==> src/rtl/hbpwm_pkg.sv <==
package hbpwm_pkg;

  // Bridge half currently being timed
  typedef enum logic {
    PH_A = 1'b0,
    PH_B = 1'b1
  } half_e;

  // Limit a command to an upper bound
  function automatic int unsigned clamp_cmd(input int unsigned cmd, input int unsigned lim);
    return (cmd > lim) ? lim : cmd;
  endfunction

  // Pulse is on while the position inside a half is below the width
  function automatic logic in_pulse(input int unsigned pos, input int unsigned width);
    return pos < width;
  endfunction

  // Number of counts in one half for a given period command
  function automatic int unsigned half_len(input int unsigned cmd);
    return cmd + 1;
  endfunction

endpackage

==> src/rtl/hbpwm_regs.sv <==
module hbpwm_regs
  import hbpwm_pkg::*;
#(
  parameter int unsigned CNT_W     = 8,
  parameter int unsigned MAX_WIDTH = 240,
  parameter int unsigned DEF_CMD   = 255
) (
  input  logic             clk,
  input  logic             rst_n,
  input  logic             wr_width_en,
  input  logic [CNT_W-1:0] wr_width,
  input  logic             wr_period_en,
  input  logic [CNT_W-1:0] wr_period,
  input  logic             load,
  output logic [CNT_W-1:0] width_hold,
  output logic [CNT_W-1:0] period_hold,
  output logic [CNT_W-1:0] width_act,
  output logic [CNT_W-1:0] period_act
);

  localparam logic [CNT_W-1:0] DEF_PERIOD = CNT_W'(DEF_CMD);

  logic [CNT_W-1:0] width_in;

  // Clamp on entry so every stored width is already legal
  always_comb begin
    width_in = CNT_W'(clamp_cmd(32'(wr_width), MAX_WIDTH));
  end

  // Holding registers: written any time
  always_ff @(posedge clk) begin
    if (!rst_n) begin
      width_hold  <= '0;
      period_hold <= DEF_PERIOD;
    end else begin
      if (wr_width_en)  width_hold  <= width_in;
      if (wr_period_en) period_hold <= wr_period;
    end
  end

  // Active registers: copied only on the last clock of a period
  always_ff @(posedge clk) begin
    if (!rst_n) begin
      width_act  <= '0;
      period_act <= DEF_PERIOD;
    end else if (load) begin
      width_act  <= width_hold;
      period_act <= period_hold;
    end
  end

endmodule

==> src/rtl/hbpwm_timebase.sv <==
module hbpwm_timebase
  import hbpwm_pkg::*;
#(
  parameter int unsigned CNT_W = 8
) (
  input  logic             clk,
  input  logic             rst_n,
  input  logic [CNT_W-1:0] period_act,
  output logic [CNT_W-1:0] cnt,
  output half_e            phase,
  output logic             half_end,
  output logic             frame_end,
  output logic             frame_first
);

  always_comb begin
    half_end    = (cnt == period_act);
    frame_end   = half_end && (phase == PH_B);
    frame_first = (cnt == '0) && (phase == PH_A);
  end

  always_ff @(posedge clk) begin
    if (!rst_n) begin
      cnt   <= '0;
      phase <= PH_A;
    end else if (half_end) begin
      cnt   <= '0;
      phase <= (phase == PH_A) ? PH_B : PH_A;
    end else begin
      cnt <= cnt + 1'b1;
    end
  end

endmodule

==> src/rtl/hbpwm_drive.sv <==
module hbpwm_drive
  import hbpwm_pkg::*;
#(
  parameter int unsigned CNT_W    = 8,
  parameter int unsigned N_PHASES = 2
) (
  input  half_e               phase,
  input  logic [CNT_W-1:0]    cnt,
  input  logic [CNT_W-1:0]    width_act,
  output logic [N_PHASES-1:0] drive
);

  logic pulse_on;

  always_comb begin
    pulse_on = in_pulse(32'(cnt), 32'(width_act));
  end

  // One output per half; only the output owning the current half may pulse
  for (genvar g = 0; g < N_PHASES; g++) begin : g_phase
    assign drive[g] = (phase == half_e'(1'(g))) && pulse_on;
  end

endmodule

==> src/rtl/hbridge_pwm.sv <==
module hbridge_pwm
  import hbpwm_pkg::*;
#(
  parameter int unsigned CNT_W         = 8,
  parameter int unsigned MAX_WIDTH     = 240,
  parameter int unsigned DEF_PHASE_LEN = 256
) (
  input  logic             clk,
  input  logic             rst_n,
  input  logic             wr_width_en,
  input  logic [CNT_W-1:0] wr_width,
  input  logic             wr_period_en,
  input  logic [CNT_W-1:0] wr_period,
  output logic             drive_a,
  output logic             drive_b,
  output logic             frame_start
);

  localparam int unsigned DEF_CMD  = DEF_PHASE_LEN - 1;
  localparam int unsigned N_PHASES = 2;

  // Named internal events
  logic [CNT_W-1:0]    width_hold;
  logic [CNT_W-1:0]    period_hold;
  logic [CNT_W-1:0]    width_act;
  logic [CNT_W-1:0]    period_act;
  logic [CNT_W-1:0]    cnt;
  half_e               phase;
  logic                half_end;
  logic                frame_end;
  logic                frame_first;
  logic [N_PHASES-1:0] drive;

  hbpwm_regs #(
    .CNT_W    (CNT_W),
    .MAX_WIDTH(MAX_WIDTH),
    .DEF_CMD  (DEF_CMD)
  ) u_regs (
    .clk         (clk),
    .rst_n       (rst_n),
    .wr_width_en (wr_width_en),
    .wr_width    (wr_width),
    .wr_period_en(wr_period_en),
    .wr_period   (wr_period),
    .load        (frame_end),
    .width_hold  (width_hold),
    .period_hold (period_hold),
    .width_act   (width_act),
    .period_act  (period_act)
  );

  hbpwm_timebase #(
    .CNT_W(CNT_W)
  ) u_tb (
    .clk        (clk),
    .rst_n      (rst_n),
    .period_act (period_act),
    .cnt        (cnt),
    .phase      (phase),
    .half_end   (half_end),
    .frame_end  (frame_end),
    .frame_first(frame_first)
  );

  hbpwm_drive #(
    .CNT_W   (CNT_W),
    .N_PHASES(N_PHASES)
  ) u_drv (
    .phase    (phase),
    .cnt      (cnt),
    .width_act(width_act),
    .drive    (drive)
  );

  assign drive_a     = drive[0];
  assign drive_b     = drive[1];
  assign frame_start = frame_first;

endmodule

==> config.mk <==
export PLATFORM = sky130hd
export DESIGN_NAME = hbridge_pwm
export DESIGN_NICKNAME = d
export VERILOG_FILES = /design/src/rtl/hbpwm_pkg.sv /design/src/rtl/hbpwm_regs.sv /design/src/rtl/hbpwm_timebase.sv /design/src/rtl/hbpwm_drive.sv /design/src/rtl/hbridge_pwm.sv
export SDC_FILE = /design/constraint.sdc
export NUM_CORES = 1
export LEC_CHECK = 0
export ABC_CLOCK_PERIOD_IN_PS = 2040
export BUFFER_PORTS_ARGS = -buffer_cell sky130_fd_sc_hd__buf_2
export CAP_MARGIN = 20
export CORE_MARGIN = 1
export CORE_UTILIZATION = 25
export DETAILED_ROUTE_END_ITERATION = 10
export SETUP_SLACK_MARGIN = 0.3
export SYNTH_ARGS = -nofsm -noshare
export SYNTH_HDL_FRONTEND = slang
export SYNTH_HIERARCHICAL = 1
export SYNTH_SLANG_ARGS = --single-unit
==> constraint.sdc <==
create_clock -name clk -period 2.04 [get_ports clk]
set_input_delay 0.204 -clock clk [delete_from_list [all_inputs] [get_ports clk]]
set_output_delay 0.204 -clock clk [all_outputs]
set_load 0.005 [all_outputs]
==> results of run 1 <==
==> layer usage <==
metal  global-route usage [%]  routed length [µm]  part of all wire, %  vias up
li1                         -                   -                    -      688
met1                     13.4                1790                   50      618
met2                     15.9                1640                   46       15
met3                     3.08                 125                  3.5        4
met4                     3.52                  31                 0.86        0
met5                        0                   0                    0        -
==> synth_stat cells <==
cell type | n | area (µm²)
dfxtp_1 | 41 | 821
mux2i_1 | 29 | 290
nand2_1 | 21 | 78.8
nor2b_1 | 14 | 87.6
inv_1 | 11 | 41.3
nor2_1 | 11 | 41.3
xnor2_1 | 10 | 87.6
ha_1 | 9 | 113
nand3_1 | 6 | 30.0
buf_2 | 4 | 20.0
o2bb2ai_1 | 4 | 35.0
xor2_1 | 4 | 35.0
nand4_1 | 3 | 18.8
a2111oi_2 | 2 | 30.0
and2_1 | 2 | 12.5
and3_1 | 2 | 12.5
o21ai_2 | 2 | 17.5
a211oi_2 | 1 | 12.5
a21o_1 | 1 | 7.51
a21oi_1 | 1 | 5.00
and4_1 | 1 | 8.76
and4b_1 | 1 | 10.0
buf_12 | 1 | 20.0
buf_6 | 1 | 11.3
clkbuf_1 | 1 | 3.75
nand2b_1 | 1 | 6.26
nor2_2 | 1 | 6.26
nor3_1 | 1 | 5.00
nor4_1 | 1 | 6.26
==> registers in the layout, indices dropped and copies added (netlist names) <==
| signal | flops |
|---|---|
| u_regs/period_act | 8 |
| u_regs/period_hold | 8 |
| u_regs/width_act | 8 |
| u_regs/width_hold | 8 |
| u_tb/cnt | 8 |
| u_tb/phase | 1 |
==> path summary, 6_finish.rpt <==
path | start | endpoint | cells past startpoint
max | u_tb/cnt[2] | drive_a | 5
min | wr_period[5] | u_regs/period_hold[5] | 3
max reg2reg | u_tb/cnt[2] | u_regs/width_act[0] | 8
min reg2reg | u_regs/width_hold[3] | u_regs/width_hold[3] | 1
==> worst max-delay path, stage by stage (launching register included) <==
cell	delay (ns)
dfxtp_4	0.36
ha_4	0.24
a211oi_2	0.20
o21ai_2	0.10
a2111oi_2	0.30
buf_2	0.17
==> kinds of logic (layout without fill, tap and decap cells) <==
kind of cell / after synthesis / count (layout) / synth area share [%]
xor+xnor: 14 / 14 / 6.54
compound gates: 11 / 11 / 5.74
fa+ha+maj: 9 / 9 / 6.01
simple gates: 65 / 65 / 17.3
mux: 29 / 29 / 15.5
buf+inv: 18 / 48 / 5.14
flops: 41 / 41 / 43.8
==> per-stage QoR <==
step           power, mW  utilization [%]  instances
2_1_floorplan      0.938                -        187
3_3_place_gp       0.979             28.6        304
3_5_place_dp       0.984             28.6        304
4_1_cts             1.63             31.5        313
5_1_grt             1.69             32.1        316
6_report            1.62             32.1        316
==> cell type report <==
type	instances	area, µm²
clock buffers	5	68.8
clock inverters	3	46.3
fillers	753	4920
inverters	11	41.3
multi-input cells	128	1020
flip-flops and latches	41	843
well taps	99	124
repair buffers	29	181
==> where the power goes <==
group / total, mW / internal, mW / leakage (nW) / switching [mW]
registers: 0.841 / 0.821 / 0.341 / 0.0196
logic: 0.128 / 0.0679 / 0.502 / 0.0603
clock network: 0.649 / 0.366 / 0.0543 / 0.283
total: 1.62 / 1.26 / 0.898 / 0.363
==> repair_timing <==
action	CTS	global route
pin swaps	6	2
buffers inserted	1	3
resized for setup	27	5
endpoints found under the setup margin	6	18
==> results_dict.tcl, run 1 <==
set metrics [dict create \
    fin_area_um2 2330 \
    tightest_slew_ns 0.401 \
    cts-root-buf "clkbuf_8" \
    synthCells 187 \
    grt_pass1_vias 1301 \
    hold_viol_final 0 \
    viasPerCell 4.19 \
    dr_total_vias 1325 \
    finalCriticalPeriod_ns 1.86 \
    route.detailed.drc 0 \
    antenna_found_initial 0 \
    drv_slew 0 \
    core_um2 7250 \
    fp.dieArea_um2 7850 \
    tritoncts "yes" \
    dp_slack_ns 0.185 \
    fmax_ghz 0.538 \
    num_antenna_cells 0 \
    status "finished clean" \
    die_w_um 88.6 \
    syn_area_per_cell_um2 10.0 \
    hold_path.class "in -> reg" \
    track_usage_pct 10.2 \
    area_growth_pct 24.2 \
    setup.worst_path.end_class "output port" \
    maxCapViolations 0 \
    place.port_buffers 22 \
    ios 23 \
    ys_ff_latch 41 \
    seq_area_frac_synth_pct 43.8 \
    start_kind "register" \
    placedInstanceArea_um2 2080 \
    grt_pass1_wl_um 6130 \
    yosys.cell_types.count 29 \
    ctsHoldBuffers 0 \
    gr-total-overflow 0 \
    final_layout_size_suffix_gt1_share_pct 30.9 \
    post-dp-hpwl_um 2550 \
    drt-pass1-iter-count 4 \
    drtAntennaViolNets 0 \
    hold_slack_ns 0.122 \
    final_cell_mix "mux2i_1 (29), dfxtp_1 (29), buf_2 (22)" \
    skew_ns 0.0102 \
    clock_sinks 41 \
    wl_um 3590 \
    p_per_area_nw_per_um2 695 \
    post-route-period-util_pct 91.1 \
    cp.arrival_ns 1.65 \
    die_h_um 88.6 \
    initial_utilization_pct 25.8 \
    drt-initial-drc-count 58 \
    cts_buffers 5 \
    clk_latency_ns 0.29 \
    ys_warn_count 6 \
    gp_congestion 0.772 \
    critical_path_required_ns 1.84 \
    setup_violations 0 \
    htree_levels 2 \
    max_slew_margin_pct 73.2 \
    worstSetupPathType "reg -> out" \
    nNetsFinal 245 \
    p_leak_nw 0.898 \
    wire_per_inst_um 11.3 \
    ir_drop_uv 265 \
    rsz0062_at_grt "true" \
    syn_nets 216 \
    clockBufferDepth 2 \
    clk_pin_slew_ns 0.08 \
    setup_ws_ns 0.182 \
    regToRegSetupSlack_ns 0.38 \
    syn-cell-area_um2 1870 \
    rows 31 \
    grt_max_degree 26 \
    cp_max_fo 2 \
    setup_tns_ns 0 \
]
Power figures use the tool's default switching activity.
==> inputs of run 2 (changes only) <==
--- a/config.mk
+++ b/config.mk
@@ -5,12 +5,15 @@
 export SDC_FILE = /design/constraint.sdc
 export NUM_CORES = 1
 export LEC_CHECK = 0
+export ABC_AREA = 1
 export ABC_CLOCK_PERIOD_IN_PS = 2040
 export BUFFER_PORTS_ARGS = -buffer_cell sky130_fd_sc_hd__buf_2
 export CAP_MARGIN = 20
+export CORE_ASPECT_RATIO = 0.5
 export CORE_MARGIN = 1
-export CORE_UTILIZATION = 25
+export CORE_UTILIZATION = 57
 export DETAILED_ROUTE_END_ITERATION = 10
+export PLACE_DENSITY = 0.78
 export SETUP_SLACK_MARGIN = 0.3
 export SYNTH_ARGS = -nofsm -noshare
 export SYNTH_HDL_FRONTEND = slang
==> results_dict.tcl, run 2 <==
set metrics [dict create \
    synthCells 278 \
    track_usage_pct 24.2 \
    gp_congestion 0.791 \
    rows 14 \
    dr_total_vias 1757 \
    ctsHoldBuffers 0 \
    syn_area_per_cell_um2 7.01 \
    tightest_slew_ns 0.548 \
    synth_area_leaders "dfxtp_1 (42%), nand2_1 (15%), nor2_1 (7.5%)" \
    setup_violations 0 \
    wire_per_inst_um 12.3 \
    setup_tns_ns 0 \
    clk_pin_slew_ns 0.08 \
    route.detailed.drc 0 \
    grt_util_met1_pct 34.0 \
    placedInstanceArea_um2 2060 \
    worstSetupPathType "reg -> out" \
    initial_utilization_pct 62.5 \
    nNetsFinal 333 \
    synthArstFlopShare_pct 0 \
    start_kind "register" \
    viasPerCell 5.09 \
    yosys.area.top_type "dfxtp_1" \
    ys_ff_latch 41 \
    clk_latency_ns 0.29 \
    ys_warn_count 6 \
    use_met2_pct 37.4 \
    synth_flop_cell "dfxtp_1" \
    fp.dieArea_um2 3670 \
    yosys-top-cells-count "nand2_1 (78), dfxtp_1 (41), nor2_1 (39)" \
    grt.busiest_layer "met2" \
    drv_slew 0 \
    grt_max_degree 35 \
    die_h_um 43.4 \
    finalCriticalPeriod_ns 1.68 \
    area_growth_pct 16.7 \
    rsz0062_at_grt "true" \
    htree_levels 2 \
    cp_max_fo 2 \
    ir_drop_uv 686 \
    tritoncts "yes" \
    place.port_buffers 22 \
    gr-total-overflow 0 \
    yosysMostFrequentCell "nand2_1" \
    cts_buffers 5 \
    ios 23 \
    maxCapViolations 0 \
    cts-root-buf "clkbuf_8" \
    clockBufferDepth 2 \
    drtAntennaViolNets 0 \
    seq_area_frac_synth_pct 42.1 \
    yosys.cell_types.count 20 \
    skew_ns 0.00618 \
    antenna_found_initial 0 \
    num_antenna_cells 0 \
    final_layout_size_suffix_gt1_share_pct 23.0 \
    syn-cell-area_um2 1950 \
    final_common_cell "nand2_1" \
    setup.worst_path.end_class "output port" \
    synth_edf_count 0 \
    post-dp-hpwl_um 3030 \
    die_w_um 84.7 \
    final_cell_mix "nand2_1 (77), nor2_1 (39), inv_1 (30), dfxtp_1 (30), buf_2 (22)" \
    critical_path_required_ns 1.84 \
    synth_top_area_share_pct 42.1 \
    core_um2 3120 \
    syn_nets 307 \
    grt_util_met3_pct 7.05 \
    p_leak_nw 1.16 \
    clock_sinks 41 \
    max_slew_margin_pct 63.5 \
    cp.arrival_ns 1.48 \
    hold_path.class "in -> reg" \
    p_per_area_nw_per_um2 667 \
    grt_pass1_wl_um 6760 \
    post-route-period-util_pct 82.6 \
    fmax_ghz 0.594 \
    drt-pass1-iter-count 7 \
    hold_viol_final 0 \
    fin_area_um2 2270 \
    grt_pass1_vias 1533 \
    drt-initial-drc-count 74 \
    status "finished clean" \
    wl_um 4230 \
]
[run 2: where the power goes]
| group | internal [mW] | switching, mW | total (mW) |
|---|---|---|---|
| clock network | 0.243 | 0.290 | 0.533 |
| logic | 0.0617 | 0.0748 | 0.137 |
| registers | 0.827 | 0.0220 | 0.849 |
| total | 1.13 | 0.387 | 1.52 |
[run 2: cell type report]
type | instances | area (µm²)
multi-input cells | 192 | 1010
fillers | 262 | 843
clock buffers | 5 | 68.8
repair buffers | 27 | 148
flip-flops and latches | 41 | 840
clock inverters | 3 | 22.5
well taps | 40 | 50.0
inverters | 37 | 139
[run 2: worst max-delay path, cell delays in order, from the launching register on]
cell	delay (ns)
dfxtp_2	0.34
inv_2	0.04
ha_4	0.25
nand2_2	0.04
nand2_1	0.08
nand2_1	0.06
nand2_1	0.08
nand2_1	0.06
nand2_1	0.07
nor2_1	0.04
buf_2	0.12
[run 2: cells by family (layout without fill, tap and decap cells)]
family / Yosys count / count (layout) / share of synthesized area, %
AO/OA/AOI/OAI: 29 / 29 / 8.15
XOR/XNOR: 7 / 7 / 3.15
buffers and inverters: 45 / 72 / 9.95
AND/OR/NAND/NOR: 147 / 147 / 30.9
flip-flops: 41 / 41 / 42.1
adder cells (fa/ha/maj): 9 / 9 / 5.78
[run 2: through the flow]
| step | hold WS [ns] | total power, mW | util [%] | std cells | setup slack (ns) |
|---|---|---|---|---|---|
| finish | 0.110 | 1.52 | 73.0 | 345 | 0.356 |
| floorplan | 0.326 | 0.939 | - | 278 | 0.633 |
| CTS | 0.104 | 1.51 | 69.5 | 341 | 0.312 |
| detailed placement | 0.417 | 0.984 | 66.1 | 333 | 0.429 |
| global placement | 0.409 | 0.979 | 66.1 | 333 | 0.465 |
| global route | 0.111 | 1.59 | 73.0 | 345 | 0.256 |
[run 2: repair_timing]
action	in CTS	in global routing
pin swaps	3	13
endpoints found under the setup margin	2	9
resized for setup	7	18
buffers inserted	0	4
[run 2: final timing paths]
kind	slack, ns	depth (start not counted)	start	end
worst max-delay path	0.36	10	u_regs/width_act[1]	drive_a
worst min-delay path	0.11	3	wr_period[7]	u_regs/period_hold[7]
worst max register to register	0.47	11	u_tb/cnt[1]	u_regs/period_act[1]
worst min register to register	0.47	2	u_regs/period_hold[2]	u_regs/period_hold[2]
[run 2: layer usage]
metal	wire, µm	up-vias
met4	6	0
met3	206	2
met5	0	-
met1	2190	808
li1	-	910
met2	1830	37
==> inputs of run 3 (changes only) <==
--- a/config.mk
+++ b/config.mk
@@ -6,14 +6,14 @@
 export NUM_CORES = 1
 export LEC_CHECK = 0
 export ABC_AREA = 1
-export ABC_CLOCK_PERIOD_IN_PS = 2040
+export ABC_CLOCK_PERIOD_IN_PS = 1450
 export BUFFER_PORTS_ARGS = -buffer_cell sky130_fd_sc_hd__buf_2
 export CAP_MARGIN = 20
 export CORE_ASPECT_RATIO = 0.5
 export CORE_MARGIN = 1
-export CORE_UTILIZATION = 57
+export CORE_UTILIZATION = 51
 export DETAILED_ROUTE_END_ITERATION = 10
-export PLACE_DENSITY = 0.78
+export PLACE_DENSITY = 0.74
 export SETUP_SLACK_MARGIN = 0.3
 export SYNTH_ARGS = -nofsm -noshare
 export SYNTH_HDL_FRONTEND = slang
==> constraint.sdc (replaced) <==
create_clock -name clk -period 1.45 [get_ports clk]
set_input_delay 0.145 -clock clk [delete_from_list [all_inputs] [get_ports clk]]
set_output_delay 0.145 -clock clk [all_outputs]
set_load 0.005 [all_outputs]
==> results_dict.tcl, run 3 (synthesis gave the netlist of run 2 again) <==
set metrics [dict create \
    tightest_slew_ns 0.714 \
    worstSetupPathType "reg -> out" \
    ir_drop_uv 543 \
    final_common_cell "nand2_1" \
    dp_slack_ns 0.0688 \
    gr-total-overflow 0 \
    antenna_found_initial 0 \
    clk_latency_ns 0.29 \
    die_h_um 45.7 \
    dr_total_vias 1959 \
    fmax_ghz 0.610 \
    setup_ws_ns -0.188 \
    finalPower_mw 2.35 \
    drt-pass1-iter-count 4 \
    clk_pin_slew_ns 0.08 \
    post-route-period-util_pct 113 \
    maxCapViolations 0 \
    p_leak_nw 1.30 \
    cpMostUsedCell "nand2_1" \
    regToRegSetupSlack_ns -0.09 \
    cts-root-buf "clkbuf_8" \
    die_w_um 89.4 \
    route.detailed.drc 0 \
    violations "setup timing" \
    hold_viol_final 0 \
    cp_max_fo 3 \
    rows 15 \
    grt_pass1_vias 1652 \
    final_cell_mix "nand2_1 (58), nor2_1 (34), inv_1 (27), dfxtp_1 (27), buf_2 (22)" \
    area_growth_pct 37.7 \
    crit_path_top_delay_cell "dfxtp_2" \
    post-dp-hpwl_um 2970 \
    finalCriticalPeriod_ns 1.64 \
    path_cells "buf_6 -> ha_4 -> nand2_2 -> inv_1 -> nand2_1 -> nand2_1 -> nand2_1 -> nand2_1 -> nor2_1 -> buf_2" \
    htree_levels 2 \
    drtAntennaViolNets 0 \
    critPathMaxStageDelay_ns 0.33 \
    drt-initial-drc-count 85 \
    setup_tns_ns -1.12 \
    nNetsFinal 356 \
    initial_utilization_pct 55.0 \
    fin_util_pct 75.7 \
    wl_um 5420 \
    grt_pass1_wl_um 7780 \
    place.port_buffers 22 \
    ios 23 \
    skew_ns 0.00486 \
    tritoncts "yes" \
    gp_congestion 0.863 \
    fin_area_um2 2680 \
    clock_sinks 41 \
    cp.arrival_ns 1.49 \
    viasPerCell 5.17 \
    status "complete, but fails checks" \
    start_kind "register" \
    drv_slew 0 \
    setup.worst_path.end_class "output port" \
    cts_buffers 5 \
    final_layout_size_suffix_gt1_share_pct 41.8 \
    max_slew_margin_pct 52.4 \
    setup_violations 23 \
    rsz0062_at_grt "true" \
    grt_max_degree 35 \
    wire_per_inst_um 14.3 \
    hold_path.class "in -> reg" \
    placedInstanceArea_um2 2200 \
    num_antenna_cells 0 \
    critical_path_required_ns 1.31 \
    track_usage_pct 26.3 \
    clockBufferDepth 2 \
    fp.dieArea_um2 4090 \
    p_per_area_nw_per_um2 876 \
    core_um2 3550 \
]
## run 3: cell types whose count changed in the layout (fill, tap and decap cells not counted), moves of 4 or more
cell / before / now
nand2_1: 77 / 58
nand3_1: 20 / 12
nor2_1: 39 / 34
buf_6: 0 / 7
o21ai_0: 20 / 13
buf_4: 5 / 20
nand3_2: 0 / 8
nand2_2: 4 / 20
o21ai_2: 0 / 5
nor2_2: 5 / 9
## run 3: stage by stage
step | std cells | hold slack [ns]
final | 379 | 0.0525
after CTS | 375 | 0.0469
after global placement | 358 | 0.354
after global routing | 379 | 0.0583
after detailed placement | 358 | 0.357
after floorplan | 278 | 0.267
## run 3: worst max-delay path, delay by kind of cell, from the launching register on
family	cells	cell delay [ns]
fa+ha+maj	1	0.26
buf+inv	3	0.30
flops	1	0.33
simple gates	6	0.31
## run 3: layout make-up
type | count | area, µm²
clock buffer | 6 | 72.6
fill | 225 | 863
tap | 51 | 63.8
inverter | 37 | 156
clock inverter | 2 | 38.8
timing repair buffer | 49 | 339
multi-input combinational | 192 | 1160
sequential | 41 | 846
timing repair inverter | 1 | 11.3
## run 3: metal layers
layer,GRT usage [%],vias up,routed length [µm]
li1,-,961,-
met1,35.9,927,2520
met2,40.2,62,2500
met3,6.34,9,305
met4,11.4,0,91
met5,0,-,0
## run 3: worst paths after layout
check	from	to	depth (start not counted)
min	wr_period[7]	u_regs/period_hold[7]	3
min reg2reg	u_regs/period_hold[1]	u_regs/period_hold[1]	2
max reg2reg	u_tb/cnt[5]	u_regs/width_act[6]	10
max	u_tb/cnt[2]	drive_a	10
## run 3: power by group
group	internal, mW	leakage (nW)	total [mW]	switching [mW]
Combinational	0.110	0.907	0.240	0.129
Sequential	1.16	0.341	1.19	0.0274
Clock	0.517	0.0554	0.926	0.409
## run 3: repair_timing
item,CTS,global route
resized for setup,35,57
hold buffers,0,0
pin swaps,17,27
buffers inserted,7,4
endpoints found under the setup margin,28,28
cloned,2,0
